<file path="src/rtl/exc_pkg.sv">
package exc_pkg;
  typedef enum logic [2:0] {ST_IDLE, ST_VEC, ST_PUSH, ST_FETCH, ST_FIN} seq_st_e;

  localparam logic [2:0]  SPACE_SD    = 3'd5;
  localparam logic [2:0]  SPACE_SP    = 3'd6;
  localparam logic [3:0]  CAUSE_RESET = 4'd0;
  localparam logic [3:0]  CAUSE_EXT   = 4'd10;
  localparam int          SR_S_BIT    = 13;
  localparam logic [15:0] SR_S_MASK   = 16'h2000;
  localparam logic [15:0] SR_RESET    = 16'h2700;
endpackage

</file>
<file path="src/rtl/exc_vec_map.sv">
module exc_vec_map import exc_pkg::*; #(
  parameter int VEC_W = 8
) (
  input  logic [3:0]       cause_i,
  input  logic [VEC_W-1:0] ext_vec_i,
  output logic [VEC_W-1:0] vec_o,
  output logic             is_reset_o
);
  always_comb begin
    is_reset_o = (cause_i == CAUSE_RESET);
    if (cause_i >= CAUSE_EXT)  vec_o = ext_vec_i;
    else if (is_reset_o)       vec_o = '0;
    else                       vec_o = VEC_W'(cause_i) + VEC_W'(1);
  end
endmodule

</file>
<file path="src/rtl/exc_priv_track.sv">
module exc_priv_track (
  input  logic clk_i,
  input  logic rst_ni,
  input  logic enter_i,
  input  logic wr_i,
  input  logic wr_s_i,
  output logic s_o
);
  logic s_q;

  // entry wins over a same-cycle write; a write can only clear
  always_ff @(posedge clk_i or negedge rst_ni) begin
    if (!rst_ni)      s_q <= 1'b1;
    else if (enter_i) s_q <= 1'b1;
    else if (wr_i)    s_q <= s_q & wr_s_i;
  end

  assign s_o = s_q;
endmodule

</file>
<file path="src/rtl/exc_frame_mux.sv">
module exc_frame_mux import exc_pkg::*; #(
  parameter int ADDR_W = 24,
  parameter int VEC_W  = 8
) (
  input  seq_st_e           st_i,
  input  logic [1:0]        idx_i,
  input  logic [ADDR_W-1:0] sp_i,
  input  logic [VEC_W-1:0]  vec_i,
  input  logic              is_reset_i,
  input  logic [31:0]       pc_i,
  input  logic [15:0]       sr_i,
  output logic              we_o,
  output logic [2:0]        space_o,
  output logic [ADDR_W-1:0] addr_o,
  output logic [15:0]       wdata_o
);
  localparam int OFS_W = VEC_W + 2;

  logic [ADDR_W-1:0] base;
  logic [OFS_W-1:0]  ofs;

  assign ofs  = {vec_i, 2'b00};
  assign base = ADDR_W'(ofs);

  always_comb begin
    we_o    = (st_i == ST_PUSH);
    addr_o  = we_o ? sp_i : base + ADDR_W'({idx_i, 1'b0});
    space_o = (st_i == ST_FETCH && is_reset_i) ? SPACE_SP : SPACE_SD;
    unique case (idx_i)
      2'd0:    wdata_o = pc_i[15:0];
      2'd1:    wdata_o = pc_i[31:16];
      default: wdata_o = sr_i;
    endcase
  end
endmodule

</file>
<file path="src/rtl/exc_entry_seq.sv">
module exc_entry_seq import exc_pkg::*; #(
  parameter int ADDR_W = 24,
  parameter int VEC_W  = 8
) (
  input  logic              clk_i,
  input  logic              rst_ni,
  input  logic              req_i,
  input  logic [3:0]        cause_i,
  input  logic [VEC_W-1:0]  ext_vec_i,
  input  logic [15:0]       sr_i,
  input  logic [31:0]       pc_i,
  input  logic [ADDR_W-1:0] ssp_i,
  input  logic              sr_wr_i,
  input  logic [15:0]       sr_wdata_i,
  output logic              busy_o,
  output logic              done_o,
  output logic [31:0]       new_pc_o,
  output logic [ADDR_W-1:0] new_ssp_o,
  output logic [15:0]       new_sr_o,
  output logic              supervisor_o,
  output logic              mem_req_o,
  output logic              mem_we_o,
  output logic [2:0]        mem_space_o,
  output logic [ADDR_W-1:0] mem_addr_o,
  output logic [15:0]       mem_wdata_o,
  input  logic              mem_ack_i,
  input  logic [15:0]       mem_rdata_i
);
  localparam int WORD_W  = 16;
  localparam int FETCH_W = 4 * WORD_W;

  seq_st_e            st_q;
  logic [1:0]         idx_q;
  logic [ADDR_W-1:0]  sp_q;
  logic [31:0]        pc_q;
  logic [15:0]        sr_q;
  logic [3:0]         cause_q;
  logic [VEC_W-1:0]   ext_q, vec_q, vec_d;
  logic [FETCH_W-1:0] fetch_q;
  logic               is_reset, enter, s_cur;
  logic [1:0]         last_idx;

  assign enter    = (st_q == ST_IDLE) && req_i;
  assign last_idx = is_reset ? 2'd3 : 2'd1;

  exc_vec_map #(.VEC_W(VEC_W)) u_map (
    .cause_i    (cause_q),
    .ext_vec_i  (ext_q),
    .vec_o      (vec_d),
    .is_reset_o (is_reset)
  );

  exc_priv_track u_priv (
    .clk_i   (clk_i),
    .rst_ni  (rst_ni),
    .enter_i (enter),
    .wr_i    (sr_wr_i),
    .wr_s_i  (sr_wdata_i[SR_S_BIT]),
    .s_o     (s_cur)
  );

  exc_frame_mux #(.ADDR_W(ADDR_W), .VEC_W(VEC_W)) u_mux (
    .st_i       (st_q),
    .idx_i      (idx_q),
    .sp_i       (sp_q),
    .vec_i      (vec_q),
    .is_reset_i (is_reset),
    .pc_i       (pc_q),
    .sr_i       (sr_q),
    .we_o       (mem_we_o),
    .space_o    (mem_space_o),
    .addr_o     (mem_addr_o),
    .wdata_o    (mem_wdata_o)
  );

  always_ff @(posedge clk_i or negedge rst_ni) begin
    if (!rst_ni) begin
      st_q    <= ST_IDLE;
      idx_q   <= '0;
      sp_q    <= '0;
      pc_q    <= '0;
      sr_q    <= '0;
      cause_q <= CAUSE_RESET;
      ext_q   <= '0;
      vec_q   <= '0;
      fetch_q <= '0;
    end else begin
      unique case (st_q)
        ST_IDLE: if (req_i) begin
          // phase 1: temporary status copy carries the old S
          cause_q <= cause_i;
          ext_q   <= ext_vec_i;
          pc_q    <= pc_i;
          sp_q    <= ssp_i;
          sr_q    <= (sr_i & ~SR_S_MASK) | (s_cur ? SR_S_MASK : 16'h0000);
          st_q    <= ST_VEC;
        end
        ST_VEC: begin
          // phase 2: vector number; pre-decrement for the first push
          vec_q <= vec_d;
          idx_q <= '0;
          if (is_reset) begin
            st_q <= ST_FETCH;
          end else begin
            sp_q <= sp_q - ADDR_W'(2);
            st_q <= ST_PUSH;
          end
        end
        ST_PUSH: if (mem_ack_i) begin
          if (idx_q == 2'd2) begin
            idx_q <= '0;
            st_q  <= ST_FETCH;
          end else begin
            idx_q <= idx_q + 2'd1;
            sp_q  <= sp_q - ADDR_W'(2);
          end
        end
        ST_FETCH: if (mem_ack_i) begin
          fetch_q <= {fetch_q[FETCH_W-WORD_W-1:0], mem_rdata_i};
          if (idx_q == last_idx) st_q <= ST_FIN;
          else                   idx_q <= idx_q + 2'd1;
        end
        ST_FIN:  st_q <= ST_IDLE;
        default: st_q <= ST_IDLE;
      endcase
    end
  end

  assign busy_o       = (st_q != ST_IDLE);
  assign done_o       = (st_q == ST_FIN);
  assign mem_req_o    = (st_q == ST_PUSH) || (st_q == ST_FETCH);
  assign supervisor_o = s_cur;
  assign new_pc_o     = fetch_q[31:0];
  assign new_ssp_o    = is_reset ? fetch_q[32 +: ADDR_W] : sp_q;
  assign new_sr_o     = is_reset ? SR_RESET : (sr_q | SR_S_MASK);
endmodule

</file>
<file path="config.mk">
export PLATFORM = sky130hd
export DESIGN_NAME = exc_entry_seq
export DESIGN_NICKNAME = d
export VERILOG_FILES = /design/src/rtl/exc_pkg.sv /design/src/rtl/exc_vec_map.sv /design/src/rtl/exc_priv_track.sv /design/src/rtl/exc_frame_mux.sv /design/src/rtl/exc_entry_seq.sv
export SDC_FILE = /design/constraint.sdc
export NUM_CORES = 1
export LEC_CHECK = 0
export BUFFER_PORTS_ARGS = -buffer_cell sky130_fd_sc_hd__buf_4
export CAP_MARGIN = 0
export CORE_MARGIN = 4
export CORE_UTILIZATION = 50
export CTS_BUF_LIST = sky130_fd_sc_hd__clkbuf_8
export DETAILED_ROUTE_END_ITERATION = 8
export GPL_TIMING_DRIVEN = 0
export MAX_ROUTING_LAYER = met4
export PLACE_DENSITY = 0.88
export SYNTH_ARGS = -nofsm -noshare
export SYNTH_HDL_FRONTEND = slang
export SYNTH_SLANG_ARGS = --single-unit
</file>
<file path="constraint.sdc">
create_clock -name clk_i -period 3.5 [get_ports clk_i]
set_input_delay 0.175 -clock clk_i [delete_from_list [all_inputs] [get_ports clk_i]]
set_output_delay 0.175 -clock clk_i [all_outputs]
set_load 0.02 [all_outputs]
</file>
; Word-level counts from Yosys, hierarchy flattened
; Cells that the tools add are included.
[op_classes]
add_sub_neg = 4
magnitude_cmp = 1
n_eq_ne = 15
n_mux = 28
bitwise = 2
reduce_logical = 15
[ops]
columns = operator, n
row1 = 2-to-1 mux 24 bit, 6
row2 = case mux 24 bit (3 select lines), 1
row3 = case mux 16 bit (2 select lines), 1
row4 = "subtractor 24 x 2 -> 24 bit, second input constant", 1
row5 = 2-to-1 mux 16 bit, 1
row6 = 2-to-1 mux 8 bit, 2
row7 = bitwise OR 16 x 14 -> 16 bit, 1
row8 = 2-to-1 mux 3 bit, 5
row9 = 2-to-1 mux 14 bit, 1
row10 = 2-to-1 mux 2 bit, 6
row11 = "!= test 2 bit, second input constant", 6
row12 = case mux 3 bit (4 select lines), 1
row13 = adder 10 x 3 -> 11 bit, 1
row14 = AND reduction 5 bit, 2
row15 = nonzero test 3 bit, 3
row16 = "== test 3 x 2 -> 1 bit, second input constant", 2
row17 = case mux 2 bit (3 select lines), 1
row18 = "adder 4 x 1 -> 5 bit, second input constant", 1
row19 = "greater-or-equal comparator 4 bit, second input constant", 1
row20 = zero test 4 bit, 1
row21 = "!= test 2 x 1 -> 1 bit, second input constant", 2
row22 = AND reduction 2 bit, 2
row23 = AND reduction 4 bit, 1
row24 = "== test 3 x 1 -> 1 bit, second input constant", 1
row25 = 12 further kinds, 15
[word_totals]
reg_bits = 154
input_bits = 121
out_inout_bits = 120
word_cells = 75

; Logic depth before layout (Yosys ltp)
; Gate-level depths: netlist of run 1.
[depth]
word_depth = 6
ltp_mapped = 9
ltp_nobuf = 7

; Hierarchy
; Synthesis of run 1 repeated with hierarchy kept, for this count alone.
[hier_totals]
hier_cells = 707
hier_area_um2 = 8448.1
[by_module_without_submodules]
columns = mod, n_inst, cells_each, area_per_inst_um2, seq_area_each_um2
row1 = exc_entry_seq, 1, 563, 7468.4, 3828.7
row2 = exc_frame_mux, 1, 120, 759.5, 0.0
row3 = exc_vec_map, 1, 21, 180.2, 0.0
row4 = exc_priv_track, 1, 3, 40.0, 26.3

; Worst setup path after synthesis of run 1
; No wires, ideal clock.
[synth_timing]
path_type = flip-flop to output port
from = register cause_q[0]
to = output mem_space_o[1]
arrival_time_ns = 1.946
required_ns = 3.325
path_slack_ns = 1.379
path_stages_with_launch = 8
path_buffers = 2
cell_sequence = dfrtp_1 -> inv_1 -> ha_1 -> nor3b_2 -> clkbuf_1 -> clkbuf_1 -> nand3_1 -> inv_1
[synth_between]
elab_chain_len = 3
[synth_rtl]
columns = item, line_no
row1 = start: declaration, exc_entry_seq.sv:37  ; logic [3:0] cause_q;
row2 = start signal: assignment, exc_entry_seq.sv:91  ; cause_q <= cause_i;
row3 = zero test 4 bit, exc_vec_map.sv:10  ; is_reset_o = (cause_i == CAUSE_RESET);
row4 = logical AND 1 bit, exc_frame_mux.sv:28  ; space_o = (st_i == ST_FETCH && is_reset_i) ? SPACE_SP : SPACE_SD;
row5 = 2-to-1 mux 2 bit, exc_frame_mux.sv:28
row6 = end: declaration, exc_entry_seq.sv:23  ; output logic [2:0] mem_space_o,
; Every way passes these cells.

; Worst setup path in the final report of run 1
[layout_timing]
from = register cause_q[1]
to = output new_sr_o[8]
[layout_between]
elab_chain_len = 2
[layout_rtl]
columns = item, line_no
row1 = zero test 4 bit, exc_vec_map.sv:10
row2 = 2-to-1 mux 16 bit, exc_entry_seq.sv:135  ; assign new_sr_o = is_reset ? SR_RESET : (sr_q | SR_S_MASK);
row3 = end: declaration, exc_entry_seq.sv:19  ; output logic [15:0] new_sr_o,
; Every way passes these cells.

==> results of run 1 <==
==> state kept, by name (all words and copies together) (netlist names) <==
register and cells:
cause_q 4, ext_q 8, fetch_q 56, idx_q 2, pc_q 32, sp_q 24, sr_q 16, st_q 3
u_priv.s_o 1, vec_q 8
==> final timing paths <==
| kind | from | end | slack, ns | cells after the start |
|---|---|---|---|---|
| max | cause_q[1] | new_sr_o[8] | 0.23 | 7 |
| min | ssp_i[3] | sp_q[3] | 0.02 | 3 |
| max reg2reg | cause_q[1] | sp_q[22] | 1.20 | 8 |
| min reg2reg | fetch_q[50] | fetch_q[50] | 0.51 | 1 |
| max in group asynchronous | rst_ni | fetch_q[23] | 2.33 | 3 |
| min in group asynchronous | rst_ni | sr_q[12] | 0.36 | 2 |
==> layout by cell type (no fill, tap or decap), drive strengths merged, types with 3 or more instances in the layout <==
cell type      n
a211oi         3
a21oi         27
a22oi         17
a2bb2oi        5
a31o           3
a31oi          3
and2          14
buf          281
clkbuf        36
clkinv         4
clkinvlp       3
dfrtp        153
dlygate4sd3   87
ha            10
inv           21
mux2         137
mux2i          3
nand2         65
nand2b         5
nand3         15
nand4          4
nor2          30
nor2b         16
nor3          14
nor4           6
o21ai         36
o22ai          6
o2bb2ai        7
or2            4
or3            7
or4            3
xnor2          7
==> area by class of cell <==
| class | count | area [um2] |
|---|---|---|
| Buffer | 76 | 444 |
| Inverter | 17 | 63.8 |
| Fill cell | 1053 | 4210 |
| Sequential cell | 154 | 3850 |
| Tap cell | 211 | 264 |
| Multi-Input combinational cell | 468 | 3530 |
| Clock buffer | 18 | 248 |
| Clock inverter | 13 | 130 |
| Timing Repair Buffer | 310 | 2570 |
==> logic make-up (layout without fill, tap and decap cells) <==
kind of cell	Yosys count	count (layout)
AO/OA/AOI/OAI	117	117
XOR/XNOR	9	9
adder cells (fa/ha/maj)	10	10
buffers and inverters	93	434
flip-flops	154	154
multiplexers	140	140
other	1	2
AND/OR/NAND/NOR	190	190
==> routing by layer <==
layer,GRT usage (%),vias up,part of all wire (%)
met5,-,-,0
met4,10.9,0,3.2
met3,5.93,68,7.8
met2,47.5,396,51
met1,35.1,3449,38
li1,-,3150,-
==> worst register-to-register path: cells and delay by family, from the launching register on <==
kind                       cells  cell delay, ns
AOI/OAI and AO/OA              3            0.70
adders and majority gates      1            0.13
buffers and inverters          2            0.35
DFF                            1            0.44
and+or+nand+nor                2            0.57
==> cell usage after synthesis (6+ instances only) <==
cell / n
a21oi_1: 26
a22oi_1: 17
ha_1: 10
dfrtp_1: 153
buf_2: 22
inv_1: 17
o2bb2ai_1: 7
nand2_1: 65
xnor2_1: 7
or3_1: 6
buf_4: 35
clkbuf_1: 18
o22ai_1: 6
mux2_2: 137
nand3_1: 15
o21ai_0: 32
nor3_1: 12
nor2b_1: 16
nor2_1: 28
and2_1: 14
==> through the flow <==
stage | util [%] | instances | instance area (um2) | total power, W | worst slack, ns
after detailed placement | 64.4 | 1149 | 9860 | 0.00987 | 0.799
after floorplan | - | 715 | 7900 | 0.00738 | 1.38
after CTS | 72.5 | 1267 | 11100 | 0.0113 | 0.298
after global placement | 64.2 | 1148 | 9830 | 0.00970 | 0.788
after global routing | 72.5 | 1267 | 11100 | 0.0121 | 0.109
final | 72.5 | 1267 | 11100 | 0.0114 | 0.228
==> power groups by stage <==
stage / clock network (W) / registers, W / logic (W)
after floorplan: 0 / 0.00319 / 0.00420
after global placement: 0 / 0.00342 / 0.00628
after detailed placement: 0 / 0.00347 / 0.00640
after CTS: 0.00134 / 0.00345 / 0.00651
after global routing: 0.00143 / 0.00361 / 0.00702
final: 0.00134 / 0.00350 / 0.00660
==> results.md, run 1 <==
- Dominant cell type by area after synthesis: dfrtp_1
- Iteration-0 DRC Markers: 529
- Worst-skew pair later-pin latency: 0.46 ns
- Initial core utilization: 51.5%
- Synth warn: 0
- Switch share: 44.5%
- CP Class: reg2out
- Crit path max fanout: 10
- Wirelength per Cell: between 15 and 20 um
- CTS tree: yes
- Area growth syn-to-layout: 40.7%
- Setup Skew: 0.0184 ns
- Routability congestion estimate: 0.949
- Fin crit share: 93.5%
- Cells resized by post-CTS repair: 0
- Clk root buf: clkbuf_8
- Post-Route WL: 25100 um
- CP Data Required Time: between 3 and 4 ns
- RSZ-0062 raised after global routing: false
- Min cycle time layout: 3.27 ns
- Slew @ Worst Pin: 0.856 ns
- Sum Neg Setup Slack: 0 ns
- Crit path arrival time: between 3 and 4 ns
- Multiplexer share of the synthesized area: 19.9%
- Boundary Pins: 241
- Die ar.: 0.0179 mm2
- Startpoint class of the critical path: flop
- CP endpoint kind: primary output
- GRT Residual Overflow: 0
- Synthesis-stage register bit count: 154
- Gr usage total: between 20% and 30%
- Die Width: approximately 130 um
- First-pass GRT wire length: 38900 um
- Final setup violation count: 0
- Drt drc: 0
- Vias in the first global route: 7218
- MaxCap Viol Count: 0
- TritonCTS buffer count: 17
- Synth Area in XOR/XNOR: 0.999%
- Hold Buf Count CTS: 87
- Sinks on Clock Net: 154
- Post-synth cell types: 60
- Prevailing post-synth register cell: dfrtp_1
- Antenna cell count: 0
- Psw: 0.00509 W
- Clk slew on worst S/H paths: 0.10 ns
- Drt pass-1 iters: 6
- CTS Buffer Depth: 2
- Critical Path Most Common Cell: clkbuf_1
- Max_slew headroom: a little over two fifths
- Hold Slack: 0.0192 ns
- Post-DRT Antenna Nets: 0
- Largest net degree at the start of global routing: 91
- Fraction of layout instances using a drive strength above 1: 43.8%
- Cell Int Power: around 0.0063 W
- Core Rows: 45
- Initial antenna violation count: 1
- Post-Syn Area: a little under 0.008 mm2
- Combinational group share of total power: 57.7%
- Seq pwr share: 30.6%
- Leakage power: 5.11 nW
- Combinational family with the most area after synthesis: multiplexers
- Post-synthesis sequential area ratio: 48.8%
- Port buffer count: 222
- Worst path bufs/invs: 4
- Compound-Gate Fraction of Synth Area: 9.38%
- Core ar.: 0.0153 mm2
- Fin nets: 1175
- Post-synthesis simple-gate area fraction: 12.8%
- Ys async rst share: 100%
- Via count: 7063
- Post-Syn Instances: around 700
- Final Hold Fails: 0
- Dpl hpwl: between 15000 and 20000 um
- Number of flops mapped to enable cells by yosys: 0
- Pwr Density: 1030 mW/mm2
- Clock Power Share: 11.7%
- Run status: complete, no violations
- CP Cell Sequence: inv_1 > ha_1 > nor3b_2 > clkbuf_1 > clkbuf_1 > or2_2 > buf_4
- Die height: 134 um
- Largest stage delay on the critical path: 0.61 ns
- Max-slew violation count: 0
- Synth top area share: between 40 and 50%
- CTS HTree Levels: 4
- Slowest CP cell: clkbuf_1
- Post-CTS Setup Repair Bufs: 0
- Peak VDD IR: 0.587 mV
- Mean post-synth cell area: 11.1 um2
- CP top delay family: buffers and inverters
- Top cells by area, synth: dfrtp_1, mux2_2, buf_4
- Min-delay worst type: in2reg
- Max Clk Rate: around 310 MHz
- Vias per cell: 5.57
- Adder-cell share of the synthesized area: 1.59%
Note: power is estimated with default switching activity, not from simulation.
==> run 2: changes to the inputs <==
--- a/config.mk
+++ b/config.mk
@@ -13,7 +13,8 @@
 export DETAILED_ROUTE_END_ITERATION = 8
 export GPL_TIMING_DRIVEN = 0
 export MAX_ROUTING_LAYER = met4
-export PLACE_DENSITY = 0.88
+export PLACE_DENSITY = 0.87
 export SYNTH_ARGS = -nofsm -noshare
 export SYNTH_HDL_FRONTEND = slang
+export SYNTH_HIERARCHICAL = 1
 export SYNTH_SLANG_ARGS = --single-unit
==> results.md, run 2 <==
- Mean post-synth cell area: 11.9 um2 (was 11.1 um2)
- Post-Syn Instances: 707 (was 714)
- CP Data Required Time: 3.32 ns (about the same)
- Slowest CP cell: dfrtp_1 (was clkbuf_1)
- Wirelength per Cell: 19.7 um (was 19.8 um)
- Core ar.: 0.0166 mm2 (was 0.0153 mm2)
- CTS Buffer Depth: 2 (unchanged)
- Post-Syn Area: 0.00845 mm2 (was 0.00789 mm2)
- CTS HTree Levels: 4 (unchanged)
- Clk slew on worst S/H paths: 0.10 ns (about the same)
- Synthesis-stage register bit count: 154 (unchanged)
- R2R setup slack: 0.71 ns (was 1.20 ns)
- Run status: complete, no violations (unchanged)
- Routability congestion estimate: 0.944 (was 0.949)
- Core Rows: 47 (was 45)
- Crit path max fanout: 10 (unchanged)
- Prevailing post-synth register cell: dfrtp_1 (unchanged)
- Crit path arrival time: 3.00 ns (was 3.10 ns)
- CP Launch Point: cause_q[1] (unchanged)
- Top cells by area, synth: dfrtp_1, mux2_2, mux2_4 (was dfrtp_1, mux2_2, buf_4)
- MaxCap Viol Count: 0 (unchanged)
- Setup Skew: 0.0173 ns (was 0.0184 ns)
- Most frequent cells in the layout: buf_4, dfrtp_1, mux2_2 (unchanged)
- Fin crit share: 90.6% (was 93.5%)
- Area growth syn-to-layout: 38.2% (was 40.7%)
- Die Width: 138 um (was 134 um)
- Post-synth cell types: 74 (was 60)
- Cell Area, Placed: 0.0104 mm2 (was 0.00986 mm2)
- TritonCTS buffer count: 17 (unchanged)
- Pwr Density: 1040 mW/mm2 (was 1030 mW/mm2)
- Final setup violation count: 0 (unchanged)
- Worst reg2reg path depth: 10 (was 8)
- Largest stage delay on the critical path: 0.49 ns (was 0.61 ns)
- Max Clk Rate: 315 MHz (was 306 MHz)
- Final Util: 70.4% (was 72.5%)
- Gr usage total: 27.0% (was 28.8%)
- GRT Residual Overflow: 0 (unchanged)
- Max reg flops: 56 (unchanged)
- CP top delay family: buffers and inverters (unchanged)
- Drt pass-1 iters: 9 (was 6)
- Die height: 138 um (was 134 um)
- Cell depth of the worst setup path: 7 (unchanged)
- Die ar.: 0.0190 mm2 (was 0.0179 mm2)
- Peak VDD IR: 0.584 mV (was 0.587 mV)
- Fin nets: 1160 (was 1175)
- Vias per cell: 5.45 (was 5.57)
- Synth warn: 6 (was 0)
- Commonest non-fill, non-tap cell in the layout: buf_4 (unchanged)
- Port buffer count: 222 (unchanged)
- Max-slew violation count: 0 (unchanged)
- Most flop-heavy register: fetch_q (unchanged)
- Post-Route WL: 24900 um (was 25100 um)
- Fraction of layout instances using a drive strength above 1: 47.7% (was 43.8%)
- CP Cell Sequence: inv_1 > ha_1 > nor3b_1 > buf_2 > buf_1 > mux2_2 > buf_4 (was inv_1 > ha_1 > nor3b_2 > clkbuf_1 > clkbuf_1 > or2_2 > buf_4)
- Boundary Pins: 241 (unchanged)
- Initial core utilization: 50.9% (was 51.5%)
- FILL cells: 1181 (was 1053)
- Min-delay worst type: in2reg (unchanged)
- RSZ-0062 raised after global routing: false (unchanged)
- CP endpoint kind: primary output (unchanged)
- Top Registers: fetch_q x56, pc_q x32, sp_q x24 (unchanged)
- Dpl hpwl: 17000 um (was 16700 um)
- Drt drc: 0 (unchanged)
- RR Endpoint: sp_q[5] (was sp_q[22])
- Ys async rst share: 100% (unchanged)
- CTS tree: yes (unchanged)
- Hold Buf Count CTS: 81 (was 87)
- Initial antenna violation count: 1 (unchanged)
- CP Class: reg2out (unchanged)
- Largest net degree at the start of global routing: 82 (was 91)
- Synth top area share: 45.3% (was 48.5%)
- Via count: 6883 (was 7063)
- Slew @ Worst Pin: 0.765 ns (was 0.856 ns)
- Worst path bufs/invs: 4 (unchanged)
- Worst-skew pair later-pin latency: 0.46 ns (about the same)
- Final Hold Fails: 0 (unchanged)
- Post-synthesis sequential area ratio: 45.6% (was 48.8%)
- Pwr Total: 0.0122 W (was 0.0114 W)
- Post-route cell area: 0.0117 mm2 (was 0.0111 mm2)
- Top-count cell post-synth: dfrtp_1 (unchanged)
- Number of flops mapped to enable cells by yosys: 0 (unchanged)
- Most common library cells after synthesis: dfrtp_1, mux2_2, mux2_4, nand2_1, buf_4 (was dfrtp_1, mux2_2, nand2_1, buf_4, o21ai_0)
- Post-CTS Setup Repair Bufs: 0 (unchanged)
- Startpoint class of the critical path: flop (unchanged)
- Iteration-0 DRC Markers: 564 (was 529)
- Syn Nets: 837
- Cells resized by post-CTS repair: 0 (unchanged)
- First-pass GRT wire length: 38000 um (was 38900 um)
- Reg2reg start: cause_q[1] (unchanged)
- Dominant cell type by area after synthesis: dfrtp_1 (unchanged)
- Vias in the first global route: 7144 (was 7218)
- Min cycle time layout: 3.17 ns (was 3.27 ns)
- Sum Neg Setup Slack: 0 ns (unchanged)
- Crit path capture: new_ssp_o[18] (was new_sr_o[8])
- Leakage power: 5.40 nW (was 5.11 nW)
- Post-DRT Antenna Nets: 0 (unchanged)
- Clk root buf: clkbuf_8 (unchanged)
- Max_slew headroom: 49.0% (was 42.9%)
- Sinks on Clock Net: 154 (unchanged)
-- run 2: cell count changes in the layout (fill, tap and decap cells not counted), sizes merged, moves of 6 or more --
cell	change
a22oi	-15
buf	+13
clkbuf	-11
dlygate4sd3	-6
mux2	+10
mux2i	+15
nand2	-17
nor3	-9
-- run 2: logic make-up after synthesis --
family                   after synthesis  synth area share (%)
buffers and inverters                 90                  8.22
flip-flops                           154                  45.6
XOR/XNOR                               6                 0.622
other                                  2                0.0889
AND/OR/NAND/NOR                      166                  10.8
AO/OA/AOI/OAI                        115                  8.87
adder cells (fa/ha/maj)                9                  1.33
multiplexers                         165                  24.4
-- run 2: worst min path at each step --
stage / from / to / depth (start not counted)
after floorplan: rst_ni / cause_q[0] / 0
after global placement: pc_i[25] / pc_q[25] / 2
after detailed placement: rst_ni / sp_q[14] / 1
after CTS: ssp_i[2] / sp_q[2] / 3
after global routing: ssp_i[11] / sp_q[11] / 3
final: ssp_i[11] / sp_q[11] / 3
-- run 2: cell type report --
class / count / area, um2 / area share, %
flip-flops and latches: 154 / 3850 / 33.0
inverters: 13 / 53.8 / 0.461
clock inverters: 13 / 180 / 1.54
multi-input cells: 463 / 3900 / 33.4
plain buffers: 77 / 641 / 5.49
clock buffers: 19 / 262 / 2.24
well taps: 220 / 275 / 2.36
diodes: 1 / 2.50 / 0.0214
repair buffers: 304 / 2510 / 21.5
-- run 2: worst register-to-register path, delay by kind of cell (launching register included) --
| family | cells | cell delay [ns] |
|---|---|---|
| DFF | 1 | 0.49 |
| and+or+nand+nor | 2 | 0.60 |
| adders and majority gates | 1 | 0.14 |
| AOI/OAI and AO/OA | 4 | 0.67 |
| buffers and inverters | 3 | 0.83 |
-- run 2: per-layer routing --
metal	GRT usage (%)	routed length, um	vias up
met5	-	0	-
met3	5.48	1580	73
met4	11.3	990	0
met2	45.0	12500	309
li1	-	-	3126
met1	32.1	9830	3375
-- run 2: stage by stage --
stage,hold slack [ns],std cells,setup WS [ns]
floorplan,-0.121,707,1.33
global placement,0.406,1149,0.729
detailed placement,0.263,1150,0.722
CTS,0.000897,1263,0.282
global route,0.00826,1264,0.163
finish,0.0251,1264,0.328
-- run 2: where the power goes --
part           internal (W)  switching, W  leakage (nW)  total [W]
Sequential          0.00267      0.000892          1.84    0.00357
Combinational       0.00354       0.00357          3.35    0.00710
Clock              0.000766      0.000738         0.218    0.00150
Total               0.00698       0.00520          5.40     0.0122
==> run 3: changes to the inputs <==
--- a/config.mk
+++ b/config.mk
@@ -7,10 +7,11 @@
 export LEC_CHECK = 0
 export BUFFER_PORTS_ARGS = -buffer_cell sky130_fd_sc_hd__buf_4
 export CAP_MARGIN = 0
-export CORE_MARGIN = 4
+export CORE_MARGIN = 5
 export CORE_UTILIZATION = 50
 export CTS_BUF_LIST = sky130_fd_sc_hd__clkbuf_8
 export DETAILED_ROUTE_END_ITERATION = 8
+export GPL_ROUTABILITY_DRIVEN = 1
 export GPL_TIMING_DRIVEN = 0
 export MAX_ROUTING_LAYER = met4
 export PLACE_DENSITY = 0.87
==> results.md, run 3 (same netlist as run 2, synthesis figures left out) <==
- Clk slew on worst S/H paths: 0.10 ns (about the same)
- Met1 usage: 31.7% (was 32.1%)
- MaxCap Viol Count: 0 (unchanged)
- Sinks on Clock Net: 154 (unchanged)
- Core Rows: 47 (unchanged)
- Slew @ Worst Pin: 0.744 ns (was 0.765 ns)
- Global routing usage on met3: 4.70% (was 5.48%)
- Drt pass-1 iters: 5 (was 9)
- Final Hold Fails: 0 (unchanged)
- Via count: 6959 (was 6883)
- Leakage power: 5.39 nW (was 5.40 nW)
- Most flop-heavy register: fetch_q (unchanged)
- Routability congestion estimate: 0.926 (was 0.944)
- Worst-skew pair later-pin latency: 0.46 ns (about the same)
- Initial antenna violation count: 0 (was 1)
- Post-CTS Setup Repair Bufs: 0 (unchanged)
- Crit path arrival time: 2.92 ns (was 3.00 ns)
- Startpoint class of the critical path: flop (unchanged)
- CTS tree: yes (unchanged)
- Final setup violation count: 0 (unchanged)
- Min cycle time layout: 3.09 ns (was 3.17 ns)
- Worst reg2reg path depth: 10 (unchanged)
- Cell Area, Placed: 0.0104 mm2 (unchanged)
- Dpl hpwl: 17400 um (was 17000 um)
- Core ar.: 0.0166 mm2 (unchanged)
- Die height: 140 um (was 138 um)
- GR peak layer: met2 (unchanged)
- First-pass GRT wire length: 39900 um (was 38000 um)
- CP Launch Point: cause_q[1] (unchanged)
- RSZ-0062 raised after global routing: false (unchanged)
- Vias per cell: 5.50 (was 5.45)
- Post-DRT Antenna Nets: 0 (unchanged)
- TritonCTS buffer count: 17 (unchanged)
- Run status: complete, no violations (unchanged)
- Crit path capture: new_ssp_o[17] (was new_ssp_o[18])
- GRT Residual Overflow: 0 (unchanged)
- Cell depth of the worst setup path: 7 (unchanged)
- CP top delay family: buffers and inverters (unchanged)
- Max-slew violation count: 0 (unchanged)
- Max Clk Rate: 324 MHz (was 315 MHz)
- Largest net degree at the start of global routing: 80 (was 82)
- Die ar.: 0.0196 mm2 (was 0.0190 mm2)
- RR Endpoint: sp_q[11] (was sp_q[5])
- Peak VDD IR: 0.535 mV (was 0.584 mV)
- CP Cell Sequence: inv_1 > ha_1 > nor3b_2 > buf_2 > buf_1 > mux2_2 > buf_4 (was inv_1 > ha_1 > nor3b_1 > buf_2 > buf_1 > mux2_2 > buf_4)
- FILL cells: 1155 (was 1181)
- Crit path max fanout: 10 (unchanged)
- R2R setup slack: 0.75 ns (was 0.71 ns)
- Worst path bufs/invs: 4 (unchanged)
- Pwr Density: 1040 mW/mm2 (about the same)
- Antenna cell count: 0 (was 1)
- CTS Buffer Depth: 2 (unchanged)
- Boundary Pins: 241 (unchanged)
- CP Class: reg2out (unchanged)
- Slowest CP cell: buf_1 (was dfrtp_1)
- CP endpoint kind: primary output (unchanged)
- Fraction of layout instances using a drive strength above 1: 47.8% (was 47.7%)
- CP Data Required Time: 3.32 ns (about the same)
- Port buffer count: 222 (unchanged)
- Min-delay worst type: in2reg (unchanged)
- Reg2reg start: cause_q[1] (unchanged)
- Top Registers: fetch_q x56, pc_q x32, sp_q x24 (unchanged)
- Max reg flops: 56 (unchanged)
- Clk root buf: clkbuf_8 (unchanged)
- Area growth syn-to-layout: 38.0% (was 38.2%)
- Drt drc: 0 (unchanged)
- Sum Neg Setup Slack: 0 ns (unchanged)
- Wirelength per Cell: 20.0 um (was 19.7 um)
- Largest stage delay on the critical path: 0.49 ns (about the same)
- Gr usage total: 26.4% (was 27.0%)
- Post-route cell area: 0.0117 mm2 (about the same)
- GR Util met2: 43.6% (was 45.0%)
- Setup Skew: 0.0155 ns (was 0.0173 ns)
- Iteration-0 DRC Markers: 703 (was 564)
- Vias in the first global route: 7222 (was 7144)
- Max_slew headroom: 50.4% (was 49.0%)
- Most frequent cells in the layout: buf_4, dfrtp_1, mux2_2 (unchanged)
- Initial core utilization: 50.9% (unchanged)
- Die Width: 140 um (was 138 um)
- Fin crit share: 88.3% (was 90.6%)
- Fin nets: 1162 (was 1160)
- Post-Route WL: 25400 um (was 24900 um)
- Commonest non-fill, non-tap cell in the layout: buf_4 (unchanged)
- CTS HTree Levels: 4 (unchanged)
run 3: cell count changes in the layout (fill, tap and decap cells not counted), moves of 2 or more:
| cell | delta |
|---|---|
| inv_6 | -2 |
| clkinvlp_4 | +2 |
| clkinv_4 | +3 |
| clkbuf_8 | -2 |
| dlygate4sd3_1 | +2 |
run 3: through the flow:
stage | worst slack (ns) | power (W) | utilization (%) | hold WS, ns | cells
2_1_floorplan | 1.33 | 0.00796 | - | -0.121 | 707
3_3_place_gp | 0.746 | 0.0103 | 62.7 | 0.407 | 1149
3_5_place_dp | 0.653 | 0.0105 | 62.8 | 0.263 | 1150
4_1_cts | 0.139 | 0.0120 | 70.3 | 0.0136 | 1265
5_1_grt | 0.269 | 0.0127 | 70.3 | 0.0237 | 1265
6_report | 0.409 | 0.0121 | 70.3 | 0.0375 | 1265
run 3: layout make-up:
| type | count | area [um2] | area share (%) |
|---|---|---|---|
| Buffer | 77 | 641 | 5.49 |
| Clock buffer | 17 | 234 | 2.01 |
| Clock inverter | 15 | 168 | 1.44 |
| Inverter | 13 | 53.8 | 0.461 |
| Multi-Input combinational cell | 463 | 3900 | 33.5 |
| Sequential cell | 154 | 3850 | 33.1 |
| Tap cell | 220 | 275 | 2.36 |
| Timing Repair Buffer | 306 | 2530 | 21.7 |
run 3: repair_timing:
item | in CTS | in global routing
hold endpoints to repair | 156 | 0
resized for setup | 0 | 1
setup endpoints to repair | 0 | 4
hold buffers | 83 | 0
run 3: worst min path at each step:
| stage | startpoint | end | slack, ns | cells past startpoint |
|---|---|---|---|---|
| floorplan | rst_ni | cause_q[0] | -0.12 | 0 |
| global placement | pc_i[27] | pc_q[27] | 0.41 | 2 |
| detailed placement | rst_ni | sp_q[23] | 0.26 | 1 |
| CTS | sr_wr_i | u_priv/s_o | 0.01 | 3 |
| global route | ssp_i[15] | sp_q[15] | 0.02 | 3 |
| finish | ssp_i[15] | sp_q[15] | 0.04 | 3 |
run 3: report_power, final:
| group | internal, W | switching, W | leakage, nW |
|---|---|---|---|
| Sequential | 0.00267 | 0.000902 | 1.84 |
| Clock | 0.000647 | 0.000746 | 0.191 |
| Combinational | 0.00354 | 0.00360 | 3.36 |
| Total | 0.00686 | 0.00525 | 5.39 |
run 3: metal layers:
metal / share of wire, % / wire length (um)
met5: 0 / 0
met4: 4.3 / 1100
met3: 6.1 / 1540
met2: 51 / 12800
met1: 39 / 9880
run 3: worst reg2reg max path: stages, from the launching register on:
cell      delay, ns
dfrtp_1        0.48
inv_1          0.09
ha_1           0.13
nor3b_2        0.35
buf_2          0.32
nand2b_1       0.15
a211oi_2       0.08
a31oi_1        0.36
clkbuf_1       0.45
o21ai_0        0.17
o21ai_0        0.11
